$ cat config.mk
export PLATFORM = sky130hd
export DESIGN_NAME = collision_backoff
export DESIGN_NICKNAME = d
export VERILOG_FILES = /design/src/rtl/cbk_pkg.sv /design/src/rtl/cbk_datapath.sv /design/src/rtl/cbk_control.sv /design/src/rtl/collision_backoff.sv
export SDC_FILE = /design/constraint.sdc
export NUM_CORES = 1
export LEC_CHECK = 0
export ABC_AREA = 1
export BUFFER_PORTS_ARGS = -buffer_cell sky130_fd_sc_hd__buf_4
export CAP_MARGIN = 20
export CORE_ASPECT_RATIO = 1.25
export CORE_MARGIN = 4
export CORE_UTILIZATION = 53
export CTS_BUF_LIST = sky130_fd_sc_hd__clkbuf_4 sky130_fd_sc_hd__clkbuf_8 sky130_fd_sc_hd__clkbuf_16
export DETAILED_ROUTE_END_ITERATION = 8
export GPL_ROUTABILITY_DRIVEN = 1
export PLACE_DENSITY = 0.76
export REMOVE_ABC_BUFFERS = 1
export SETUP_SLACK_MARGIN = 0.1
export SYNTH_ARGS = -nofsm -noshare
export SYNTH_HDL_FRONTEND = slang
export SYNTH_SLANG_ARGS = --single-unit
$ cat constraint.sdc
create_clock -name clk -period 1.7 [get_ports clk]
set_input_delay 0 -clock clk [delete_from_list [all_inputs] [get_ports clk]]
set_output_delay 0 -clock clk [all_outputs]
set_load 0.03 [all_outputs]
$ cat src/rtl/cbk_pkg.sv
package cbk_pkg;

  // Strobes from the control to the datapath.
  typedef struct packed {
    logic load;  // capture a new draw and restart the counters
    logic tick;  // advance the bit/slot counters by one bit time
  } cbkStrobes_t;

  typedef enum logic {
    ST_IDLE = 1'b0,
    ST_WAIT = 1'b1
  } cbkState_t;

endpackage

$ cat src/rtl/cbk_datapath.sv
module cbk_datapath
  import cbk_pkg::*;
#(
  parameter int ATTEMPT_W = 5,
  parameter int LIMIT_C0  = 10,
  parameter int LIMIT_C1  = 8,
  parameter int LIMIT_C2  = 4,
  parameter int LIMIT_C3  = 1,
  parameter int SLOT_LO   = 512,
  parameter int SLOT_HI   = 4096,
  parameter int LFSR_W    = 16,
  parameter logic [LFSR_W-1:0] LFSR_TAPS = 16'hB400,
  parameter logic [LFSR_W-1:0] LFSR_SEED = 16'hACE1,
  localparam int MAX_EXP  = LIMIT_C0,
  localparam int EXP_W    = $clog2(MAX_EXP + 1),
  localparam int BIT_W    = (SLOT_HI > 1) ? $clog2(SLOT_HI) : 1
) (
  input  logic                 clk,
  input  logic                 rstN,
  input  cbkStrobes_t          strobes,
  input  logic [ATTEMPT_W-1:0] attempt,
  input  logic [1:0]           limitCode,
  input  logic                 gigMode,
  output logic                 drawZero,
  output logic                 lastTick,
  output logic [MAX_EXP-1:0]   drawnSlots
);

  localparam logic [BIT_W-1:0] LO_LAST = BIT_W'(SLOT_LO - 1);
  localparam logic [BIT_W-1:0] HI_LAST = BIT_W'(SLOT_HI - 1);

  // ---------------- free-running pseudo-random source ----------------
  logic [LFSR_W-1:0] lfsr;

  always_ff @(posedge clk) begin
    if (!rstN) lfsr <= LFSR_SEED;
    else       lfsr <= (lfsr >> 1) ^ (lfsr[0] ? LFSR_TAPS : '0);
  end

  // ---------------- exponent clamp ----------------
  logic [EXP_W-1:0]     clampVal;
  logic [ATTEMPT_W-1:0] clampWide;
  logic [EXP_W-1:0]     expK;

  always_comb begin
    unique case (limitCode)
      2'd0:    clampVal = EXP_W'(LIMIT_C0);
      2'd1:    clampVal = EXP_W'(LIMIT_C1);
      2'd2:    clampVal = EXP_W'(LIMIT_C2);
      default: clampVal = EXP_W'(LIMIT_C3);
    endcase
  end

  assign clampWide = ATTEMPT_W'(clampVal);
  assign expK      = (attempt > clampWide) ? clampVal : EXP_W'(attempt);

  // ---------------- mask and draw ----------------
  logic [MAX_EXP-1:0] drawMask;
  logic [MAX_EXP-1:0] drawNow;

  for (genvar i = 0; i < MAX_EXP; i++) begin : g_mask
    assign drawMask[i] = (expK > EXP_W'(i));
  end

  assign drawNow  = lfsr[MAX_EXP-1:0] & drawMask;
  assign drawZero = (drawNow == '0);

  // ---------------- captured draw and counters ----------------
  logic [MAX_EXP-1:0] drawnQ;
  logic [EXP_W-1:0]   expKQ;
  logic [MAX_EXP-1:0] slotsLeft;
  logic [BIT_W-1:0]   bitCnt;
  logic [BIT_W-1:0]   slotLastQ;
  logic               slotWrap;

  assign slotWrap = (bitCnt == slotLastQ);

  always_ff @(posedge clk) begin
    if (!rstN) begin
      drawnQ    <= '0;
      expKQ     <= '0;
      slotsLeft <= '0;
      bitCnt    <= '0;
      slotLastQ <= LO_LAST;
    end else if (strobes.load) begin
      drawnQ    <= drawNow;
      expKQ     <= expK;
      slotsLeft <= drawNow;
      bitCnt    <= '0;
      slotLastQ <= gigMode ? HI_LAST : LO_LAST;
    end else if (strobes.tick) begin
      if (slotWrap) begin
        bitCnt    <= '0;
        slotsLeft <= slotsLeft - 1'b1;
      end else begin
        bitCnt <= bitCnt + 1'b1;
      end
    end
  end

  assign lastTick   = (slotsLeft == MAX_EXP'(1)) && slotWrap;
  assign drawnSlots = drawnQ;

  // ---------------- assertions ----------------
  AST_DRAW_IN_RANGE: assert property (@(posedge clk) disable iff (!rstN)
    strobes.load |=> ((drawnSlots >> expKQ) == '0));

  AST_NO_UNDERFLOW: assert property (@(posedge clk) disable iff (!rstN)
    strobes.tick |-> (slotsLeft != '0));

  AST_BITCNT_BOUND: assert property (@(posedge clk) disable iff (!rstN)
    bitCnt <= slotLastQ);

  AST_LFSR_ALIVE: assert property (@(posedge clk) disable iff (!rstN)
    lfsr != '0);

endmodule

$ cat src/rtl/cbk_control.sv
module cbk_control
  import cbk_pkg::*;
(
  input  logic        clk,
  input  logic        rstN,
  input  logic        start,
  input  logic        halfDuplex,
  input  logic        bitTick,
  input  logic        drawZero,
  input  logic        lastTick,
  output cbkStrobes_t strobes,
  output logic        done,
  output logic        busy
);

  cbkState_t state;
  cbkState_t stateNext;
  logic      doneNext;

  always_comb begin
    strobes   = '0;
    stateNext = state;
    doneNext  = 1'b0;
    unique case (state)
      ST_IDLE: begin
        if (start) begin
          strobes.load = 1'b1;
          if (!halfDuplex || drawZero) doneNext  = 1'b1;
          else                         stateNext = ST_WAIT;
        end
      end
      ST_WAIT: begin
        if (bitTick) begin
          strobes.tick = 1'b1;
          if (lastTick) begin
            doneNext  = 1'b1;
            stateNext = ST_IDLE;
          end
        end
      end
      default: stateNext = ST_IDLE;
    endcase
  end

  always_ff @(posedge clk) begin
    if (!rstN) begin
      state <= ST_IDLE;
      done  <= 1'b0;
    end else begin
      state <= stateNext;
      done  <= doneNext;
    end
  end

  assign busy = (state == ST_WAIT);

  // ---------------- assertions ----------------
  AST_DONE_NOT_BUSY: assert property (@(posedge clk) disable iff (!rstN)
    done |-> !busy);

  AST_BUSY_FALL_DONE: assert property (@(posedge clk) disable iff (!rstN)
    $fell(busy) |-> done);

  AST_FD_IMMEDIATE: assert property (@(posedge clk) disable iff (!rstN)
    (!busy && start && !halfDuplex) |=> (done && !busy));

  AST_ZERO_IMMEDIATE: assert property (@(posedge clk) disable iff (!rstN)
    (!busy && start && drawZero) |=> (done && !busy));

  AST_HOLD_NO_TICK: assert property (@(posedge clk) disable iff (!rstN)
    (busy && !bitTick) |=> (busy && !done));

endmodule

$ cat src/rtl/collision_backoff.sv
module collision_backoff
  import cbk_pkg::*;
#(
  parameter int ATTEMPT_W = 5,
  parameter int LIMIT_C0  = 10,
  parameter int LIMIT_C1  = 8,
  parameter int LIMIT_C2  = 4,
  parameter int LIMIT_C3  = 1,
  parameter int SLOT_LO   = 512,
  parameter int SLOT_HI   = 4096,
  localparam int MAX_EXP  = LIMIT_C0
) (
  input  logic                 clk,
  input  logic                 rstN,
  input  logic                 start,
  input  logic [ATTEMPT_W-1:0] attempt,
  input  logic [1:0]           limitCode,
  input  logic                 gigMode,
  input  logic                 halfDuplex,
  input  logic                 bitTick,
  output logic                 done,
  output logic                 busy,
  output logic [MAX_EXP-1:0]   drawnSlots
);

  cbkStrobes_t strobes;
  logic        drawZero;
  logic        lastTick;

  cbk_control u_control (
    .clk        (clk),
    .rstN       (rstN),
    .start      (start),
    .halfDuplex (halfDuplex),
    .bitTick    (bitTick),
    .drawZero   (drawZero),
    .lastTick   (lastTick),
    .strobes    (strobes),
    .done       (done),
    .busy       (busy)
  );

  cbk_datapath #(
    .ATTEMPT_W (ATTEMPT_W),
    .LIMIT_C0  (LIMIT_C0),
    .LIMIT_C1  (LIMIT_C1),
    .LIMIT_C2  (LIMIT_C2),
    .LIMIT_C3  (LIMIT_C3),
    .SLOT_LO   (SLOT_LO),
    .SLOT_HI   (SLOT_HI)
  ) u_datapath (
    .clk        (clk),
    .rstN       (rstN),
    .strobes    (strobes),
    .attempt    (attempt),
    .limitCode  (limitCode),
    .gigMode    (gigMode),
    .drawZero   (drawZero),
    .lastTick   (lastTick),
    .drawnSlots (drawnSlots)
  );

  AST_START_IGNORED: assert property (@(posedge clk) disable iff (!rstN)
    (busy && start) |=> $stable(drawnSlots));

endmodule

==> out/results.ini, run 1 <==
[critical_path]
worstPathArrival_ns=1.88
path_max_fanout=8
cp-start-kind=primary input
endpoint_kind=register
criticalPathCategory=primary input to register
worstPathRequired_ns=1.91
reg2regPathDepth=9

[synthesis]
ys_warn_count=0
postSynthCellCount=340
syn_avg_cell_area_sq_um=7.39
synth-seq-cells=51
synth-seq-area-share_pct=40.7
syn-cell-area_sq_mm=0.00251
yosysUniqueCellTypes=36

[floorplan]
core_sq_mm=0.00449
start_util_pct=55.9
die_w_um=69.6
row_count=27
die_y_um=85.0
dieArea_sq_mm=0.00591
io_pins=25

[sta]
min_period_ns=1.67
slew_violations=0
holdWs_ns=0.0171
rsz0062_at_grt=yes
post-route-period-util_pct=98.1
setup_viol=0
finalClockSkew_ns=0.0112
finalHoldViolCount=0
max_slew_margin_pct=78.5
tns_ns=0
max_freq_ghz=0.600
tightest_slew_ns=0.320

[clock_tree]
cts_inserted_buffers=5
clkSlewWorstSetupHoldPaths_ns=0.09
h-tree-depth=2
clock-root-buffer=clkbuf_8
cts.sinks=51
clockBufferDepth=2
insertion_delay_ns=0.31
cts_tree=done

[run]
cap_violations=0

[drt]
routed_via_density=5.37
wl_per_cell_um=14.5
first_pass_iters=6
first_iter_violations=153
vias=2460
drc=0
drt-total-wl_um=6650
ant_nets=0

[global_routing]
antenna_found_initial=0
grt_overflow_total=0
grt_pass1_vias=2386
grtUsageTotal_pct=22.6
grt_max_degree=25
grt_pass1_wl_um=10800

[finish]
design_area_sq_mm=0.00342
drive_above_1_share_pct=33.8
diodes=0
final_common_cell=nand2_1
area_delta_synth_final_pct=36.1
final_cell_mix=52 x nand2_1, 50 x buf_4, 49 x dfxtp_1
nNetsFinal=419

[place]
gp_congestion=0.830
dpl_cell_area_sq_mm=0.00292
portBuffers=24
hpwl_um=4320

[worst_hold_path]
hold_class=primary input to register
hold_depth=2

[run_status]
status=complete, no violations

[power]
p_leak_nw=1.52
ir_worst_vdd_mv=0.552
p_per_area_mw_per_mm2=861

-- power breakdown --
| group | internal, W | total [W] | switching, W | leakage, nW |
|---|---|---|---|---|
| clock | 0.000444 | 0.000867 | 0.000423 | 0.0548 |
| sequential | 0.00127 | 0.00132 | 0.0000529 | 0.420 |
| combinational | 0.000307 | 0.000758 | 0.000452 | 1.04 |
| total | 0.00202 | 0.00294 | 0.000928 | 1.52 |
-- metal layers --
metal  track usage (%)  part of all wire, %  wire length (um)
met5                 0                    0                 0
met4              8.70                  2.6               171
met3              3.44                  3.6               239
met2              43.8                   55              3650
met1              24.3                   39              2590
-- worst max-delay path: stages --
cell     delay [ns]
buf_6          0.09
or2_4          0.25
ha_4           0.21
nand2_2        0.05
inv_2          0.05
nand3_2        0.08
nand3_4        0.15
nand2_8        0.17
nand2_8        0.07
nand2_8        0.12
nand2_8        0.09
o21ai_4        0.14
nand3_1        0.08
nor2_1         0.11
nand2_1        0.08
nand3_1        0.08
nand2_1        0.04
-- path summary, 6_finish.rpt --
path	start	end	slack [ns]
worst max register to register	u_datapath.bitCnt[1]	u_datapath.slotsLeft[8]	0.07
worst min register to register	u_datapath.lfsr[15]	u_datapath.lfsr[14]	0.43
worst min-delay path	rstN	u_datapath.lfsr[5]	0.02
worst max-delay path	limitCode[1]	u_control.busy	0.03
-- flip-flops by register name, indices dropped and copies added, names as in the netlist --
register	cells
u_datapath.lfsr	16
u_datapath.bitCnt	12
u_datapath.drawnSlots	10
u_datapath.slotsLeft	10
u_control.busy	1
u_control.done	1
u_datapath.slotLastQ	1
-- cells in the mapped netlist, drive strengths merged --
library cell	n	area, sq um
a211oi	1	7.51
a21boi	1	11.3
a21oi	21	105
a31o	1	8.76
a31oi	6	37.5
and3	1	6.26
buf	2	11.3
clkbuf	5	18.8
clkinv	2	7.51
dfxtp	51	1020
ha	7	87.6
inv	45	169
nand2	77	348
nand3	26	150
nand3b	1	7.51
nand4	6	37.5
nor2	40	170
nor3	6	35.0
o21a	1	7.51
o21ai	21	116
o22ai	1	6.26
o31ai	1	7.51
or2	6	37.5
xnor2	2	17.5
xor2	9	78.8
-- metrics by stage --
step / instances / utilization [%] / total power (W) / worst slack [ns]
6_report: 458 / 76.1 / 0.00294 / 0.0324
5_1_grt: 458 / 76.1 / 0.00308 / -0.0635
4_1_cts: 455 / 73.6 / 0.00289 / 0.0499
3_5_place_dp: 440 / 65.0 / 0.00195 / -0.364
3_3_place_gp: 440 / 65.0 / 0.00193 / -0.279
2_1_floorplan: 333 / - / 0.00173 / -0.166
-- final cells by class --
type / count / area (sq um)
inverters: 47 / 181
multi-input cells: 235 / 1560
repair inverters: 1 / 7.51
fillers: 332 / 1070
well taps: 58 / 72.6
clock inverters: 3 / 46.3
clock buffers: 5 / 68.8
flip-flops and latches: 51 / 1020
repair buffers: 58 / 463
-- logic make-up (layout without fill, tap and decap cells) --
kind of cell,count (synthesis),after routing,share of synthesized area (%)
AOI/OAI and AO/OA,54,54,12.3
DFF,51,51,40.7
xor gates and xnor gates,11,11,3.84
buffers and inverters,54,114,8.22
and+or+nand+nor,163,163,31.5
adders and majority gates,7,7,3.49
-- repair_timing --
item | in CTS | in global routing
cloned | 1 | 0
pin swaps | 24 | 21
hold buffers | 2 | 0
setup endpoints to repair | 21 | 27
hold endpoints to repair | 3 | 0
resized for setup | 49 | 25
setup buffers | 4 | 4
Power figures use the tool's default switching activity.
==> inputs of run 2 (changes only) <==
--- a/config.mk
+++ b/config.mk
@@ -10,11 +10,11 @@
 export CAP_MARGIN = 20
 export CORE_ASPECT_RATIO = 1.25
 export CORE_MARGIN = 4
-export CORE_UTILIZATION = 53
+export CORE_UTILIZATION = 58
 export CTS_BUF_LIST = sky130_fd_sc_hd__clkbuf_4 sky130_fd_sc_hd__clkbuf_8 sky130_fd_sc_hd__clkbuf_16
 export DETAILED_ROUTE_END_ITERATION = 8
 export GPL_ROUTABILITY_DRIVEN = 1
-export PLACE_DENSITY = 0.76
+export PLACE_DENSITY = 0.79
 export REMOVE_ABC_BUFFERS = 1
 export SETUP_SLACK_MARGIN = 0.1
 export SYNTH_ARGS = -nofsm -noshare
==> constraint.sdc (replaced) <==
create_clock -name clk -period 1.9 [get_ports clk]
set_input_delay 0 -clock clk [delete_from_list [all_inputs] [get_ports clk]]
set_output_delay 0 -clock clk [all_outputs]
set_load 0.03 [all_outputs]
==> out/results.ini, run 2 (same netlist as run 1, synthesis figures left out) <==
[run_status]
status=complete, no violations

[finish]
drive_above_1_share_pct=31.3
nNetsFinal=416
area_delta_synth_final_pct=33.4
final_common_cell=nand2_1
regMostFlops=u_datapath.lfsr
top_regs=u_datapath.lfsr x16, u_datapath.bitCnt x12
stdcell_count=452
diodes=0
design_area_sq_mm=0.00335
final_cell_mix=56 x nand2_1, 49 x dfxtp_1, 47 x buf_4
fillers=275
largest_reg_flops=16

[critical_path]
path_max_fanout=6
cp-start-kind=register
path_cells=ha_4 > nand4_1 > nor3_2 > nand3_1 > nor2_2 > nor2_4 > inv_4 > buf_6 > o21ai_0 > a21oi_1
worstPathRequired_ns=2.13
critPathTopFamily=simple AND/OR/NAND/NOR gates
cp_slowest_cell=dfxtp_2
rr_startpoint=u_datapath.bitCnt[1]
startpoint=u_datapath.bitCnt[1]
criticalPathCategory=register to register
ff2ff_setup_slack_ns=0.05
max_stage_delay_ns=0.37
endpoint_kind=register
worstPathArrival_ns=2.08
reg2regPathDepth=10
r2r-end=u_datapath.slotsLeft[1]
cp.buffers_inverters=2

[drt]
first_iter_violations=209
first_pass_iters=4
drc=0
routed_via_density=5.42
vias=2451
wl_per_cell_um=14.7
drt-total-wl_um=6630
ant_nets=0

[clock_tree]
insertion_delay_ns=0.31
clockBufferDepth=2
cts_tree=done
clkSlewWorstSetupHoldPaths_ns=0.09
cts_inserted_buffers=5
cts.sinks=51
clock-root-buffer=clkbuf_8
h-tree-depth=2

[place]
dpl_cell_area_sq_mm=0.00287
dp_cells=432
hpwl_um=4140
portBuffers=24
gp_congestion=0.877

[power]
p_per_area_mw_per_mm2=743
p_leak_nw=1.51
ir_worst_vdd_mv=0.484

[global_routing]
grt_max_degree=24
grt_overflow_total=0
grtUsageTotal_pct=22.3
antenna_found_initial=0
grt_pass1_wl_um=9340
grt_pass1_vias=2216

[floorplan]
die_w_um=66.9
row_count=26
core_sq_mm=0.00413
dieArea_sq_mm=0.00545
die_y_um=81.6
io_pins=25
start_util_pct=60.8

[worst_hold_path]
hold_class=primary input to register
min-delay-start=rstN
hold_depth=5
hold_path_end=u_datapath.drawnSlots[3]

[sta]
post-route-period-util_pct=97.3
finalClockSkew_ns=0.00608
rsz0062_at_grt=yes
finalHoldViolCount=0
slew_violations=0
setup_viol=0
min_period_ns=1.85
tightest_slew_ns=0.425
holdWs_ns=0.114
max_freq_ghz=0.541
max_slew_margin_pct=71.6

[run]
cap_violations=0

[run 2: area by class of cell]
type | count | area (sq um) | area share, %
Sequential cell | 51 | 1030 | 30.6
Clock buffer | 5 | 68.8 | 2.05
Inverter | 47 | 179 | 5.34
Clock inverter | 2 | 13.8 | 0.411
Multi-Input combinational cell | 235 | 1540 | 46.0
Tap cell | 56 | 70.1 | 2.09
Timing Repair Buffer | 56 | 452 | 13.5
[run 2: power by group]
group / total (W) / leakage (nW) / internal (W) / switching (W)
combinational: 0.000705 / 1.05 / 0.000290 / 0.000415
clock: 0.000608 / 0.0440 / 0.000253 / 0.000356
sequential: 0.00118 / 0.420 / 0.00113 / 0.0000470
total: 0.00249 / 1.51 / 0.00167 / 0.000818
[run 2: worst max path at each step]
| stage | to | depth (start not counted) |
|---|---|---|
| floorplan | u_datapath.slotsLeft[0] | 6 |
| global placement | u_control.busy | 17 |
| detailed placement | u_control.busy | 19 |
| CTS | u_datapath.slotsLeft[2] | 9 |
| global route | u_datapath.slotsLeft[1] | 10 |
| finish | u_datapath.slotsLeft[1] | 10 |
[run 2: layer usage]
metal  GRT usage (%)  part of all wire, %  vias up  wire [um]
met5               0                    0        -          0
met4            9.74                  4.9        0        327
met3            4.51                  5.0       30        331
met2            39.8                   52       88       3440
met1            25.4                   38     1127       2530
li1                -                    -     1206          -
[run 2: worst register-to-register path, stage by stage (launching register included)]
cell and delay, ns:
dfxtp_2 0.37, ha_4 0.14, nand4_1 0.13, nor3_2 0.25, nand3_1 0.12, nor2_2 0.19, nor2_4 0.09, inv_4 0.10
buf_6 0.12, o21ai_0 0.11, a21oi_1 0.16
[run 2: per-stage QoR]
| stage | power (W) | util [%] | TNS, ns | worst slack, ns |
|---|---|---|---|---|
| 2_1_floorplan | 0.00155 | - | 0 | 0.0343 |
| 6_report | 0.00249 | 81.1 | 0 | 0.0518 |
| 3_5_place_dp | 0.00173 | 69.6 | -0.681 | -0.138 |
| 4_1_cts | 0.00232 | 72.1 | 0 | 0.139 |
| 5_1_grt | 0.00261 | 81.1 | -0.0999 | -0.0570 |
| 3_3_place_gp | 0.00172 | 69.6 | -0.170 | -0.0619 |
[run 2: repair_timing]
item                                    in CTS  in global routing
hold buffers                                 2                  0
pin swaps                                    0                 32
resized for setup                            1                 64
endpoints found under the hold margin        3                  0
setup buffers                                0                 12
endpoints found under the setup margin       1                 18
==> inputs of run 3 (changes only) <==
--- a/config.mk
+++ b/config.mk
@@ -6,15 +6,15 @@
 export NUM_CORES = 1
 export LEC_CHECK = 0
 export ABC_AREA = 1
-export BUFFER_PORTS_ARGS = -buffer_cell sky130_fd_sc_hd__buf_4
 export CAP_MARGIN = 20
 export CORE_ASPECT_RATIO = 1.25
 export CORE_MARGIN = 4
-export CORE_UTILIZATION = 58
+export CORE_UTILIZATION = 60
 export CTS_BUF_LIST = sky130_fd_sc_hd__clkbuf_4 sky130_fd_sc_hd__clkbuf_8 sky130_fd_sc_hd__clkbuf_16
 export DETAILED_ROUTE_END_ITERATION = 8
+export DONT_BUFFER_PORTS = 1
 export GPL_ROUTABILITY_DRIVEN = 1
-export PLACE_DENSITY = 0.79
+export PLACE_DENSITY = 0.76
 export REMOVE_ABC_BUFFERS = 1
 export SETUP_SLACK_MARGIN = 0.1
 export SYNTH_ARGS = -nofsm -noshare
==> out/results.ini, run 3 (same netlist as run 1, synthesis figures left out) <==
[drt]
drc=0
wl_per_cell_um=13.2
first_pass_iters=4
ant_nets=0
routed_via_density=5.23
drt-total-wl_um=5620
first_iter_violations=107
vias=2233

[sta]
fin_ws_ns=0.200
setup_viol=0
tightest_slew_ns=0.452
post-route-period-util_pct=89.5
max_slew_margin_pct=69.8
rsz0062_at_grt=yes
finalHoldViolCount=0
finalClockSkew_ns=0.00374
min_period_ns=1.70
slew_violations=0
max_freq_ghz=0.588
holdWs_ns=0.0752

[finish]
regMostFlops=u_datapath.lfsr
largest_reg_flops=16
diodes=0
area_delta_synth_final_pct=18.2
final_cell_mix=66 x nand2_1, 49 x dfxtp_1, 42 x inv_1
fillers=324
top_regs=u_datapath.lfsr x16, u_datapath.bitCnt x12
drive_above_1_share_pct=15.9
final_common_cell=nand2_1
nNetsFinal=390

[global_routing]
grt_pass1_wl_um=9140
grt_overflow_total=0
grtUsageTotal_pct=22.2
antenna_found_initial=0
grt_max_degree=19
grt_pass1_vias=2065

[critical_path]
cp_slowest_cell=dfxtp_2
criticalPathCategory=register to register
critPathTopFamily=simple AND/OR/NAND/NOR gates
cp.buffers_inverters=1
endpoint_kind=register
path_max_fanout=13
path_cells=ha_4 > nand4_1 > nor3_2 > nand3_1 > nor2_2 > nor2_4 > clkinv_4 > o21ai_0 > a31oi_1
cp-start-kind=register
worstPathArrival_ns=1.94
worstPathRequired_ns=2.14
max_stage_delay_ns=0.38

[place]
portBuffers=0
place_ws_ns=-0.0488
hpwl_um=3960
gp_congestion=0.841

[run]
cap_violations=0

[floorplan]
row_count=26
die_y_um=80.3
die_w_um=65.9
start_util_pct=61.8
core_sq_mm=0.00407
io_pins=25
dieArea_sq_mm=0.00529

[power]
combPwrFrac_pct=20.1
ir_worst_vdd_mv=0.550
seqPwrFrac_pct=51.3
p_leak_nw=1.30
p_sw_w=0.000756
p_sw_share_pct=32.2
p_per_area_mw_per_mm2=792
p_clk_share_pct=28.6
intPower_w=0.00159

[clock_tree]
cts.sinks=51
clkSlewWorstSetupHoldPaths_ns=0.10
cts_inserted_buffers=5
h-tree-depth=2
cts_tree=done
clockBufferDepth=2
clock-root-buffer=clkbuf_8
insertion_delay_ns=0.31

[worst_hold_path]
hold_class=primary input to register

[run_status]
status=complete, no violations

## run 3: worst paths after layout
kind / from / endpoint / slack, ns / cells after the start
max: u_datapath.bitCnt[0] / u_datapath.slotsLeft[2] / 0.20 / 9
min: start / u_control.done / 0.08 / 6
max reg2reg: u_datapath.bitCnt[0] / u_datapath.slotsLeft[2] / 0.20 / 9
min reg2reg: u_datapath.lfsr[12] / u_datapath.lfsr[11] / 0.43 / 1
## run 3: area by class of cell
| cell class | count | area, sq um | area share (%) |
|---|---|---|---|
| Sequential cell | 51 | 1020 | 34.5 |
| Clock inverter | 3 | 28.8 | 0.970 |
| Timing Repair Buffer | 30 | 268 | 9.02 |
| Inverter | 47 | 181 | 6.11 |
| Multi-Input combinational cell | 235 | 1330 | 44.7 |
| Clock buffer | 5 | 68.8 | 2.32 |
| Tap cell | 56 | 70.1 | 2.36 |
## run 3: power by group through the flow
stage / logic, W / clock network, W / registers (W)
floorplan: 0.000327 / 0 / 0.00122
global placement: 0.000404 / 0 / 0.00123
detailed placement: 0.000413 / 0 / 0.00123
CTS: 0.000444 / 0.000679 / 0.00120
global route: 0.000533 / 0.000715 / 0.00121
finish: 0.000472 / 0.000673 / 0.00120
## run 3: per-stage QoR
stage | instance area, sq um | cells | TNS [ns] | util (%) | total power [W]
detailed placement | 2620 | 398 | -0.0887 | 64.4 | 0.00164
global placement | 2620 | 398 | -0.00169 | 64.4 | 0.00163
floorplan | 2480 | 333 | 0 | - | 0.00155
finish | 2970 | 427 | 0 | 73.0 | 0.00235
CTS | 2890 | 423 | 0 | 71.0 | 0.00233
global route | 2970 | 427 | 0 | 73.0 | 0.00246
## run 3: worst reg2reg max path: stages, from the launching register on
cell and delay, ns:
dfxtp_2 0.38, ha_4 0.15, nand4_1 0.15, nor3_2 0.22, nand3_1 0.11, nor2_2 0.19
nor2_4 0.09, clkinv_4 0.10, o21ai_0 0.08, a31oi_1 0.17
## run 3: what timing repair did
action	4_1_cts	5_1_grt
endpoints found under the hold margin	28	0
hold buffers	17	0
gates resized for setup	0	12
endpoints found under the setup margin	0	19
setup buffers	0	4
## run 3: per-layer routing
layer | up-vias | part of all wire, % | GRT usage, %
met1 | 1033 | 42 | 25.1
li1 | 1156 | - | -
met5 | - | 0 | 0
met4 | 0 | 1.5 | 8.30
met2 | 38 | 53 | 40.5
met3 | 6 | 3.7 | 4.06
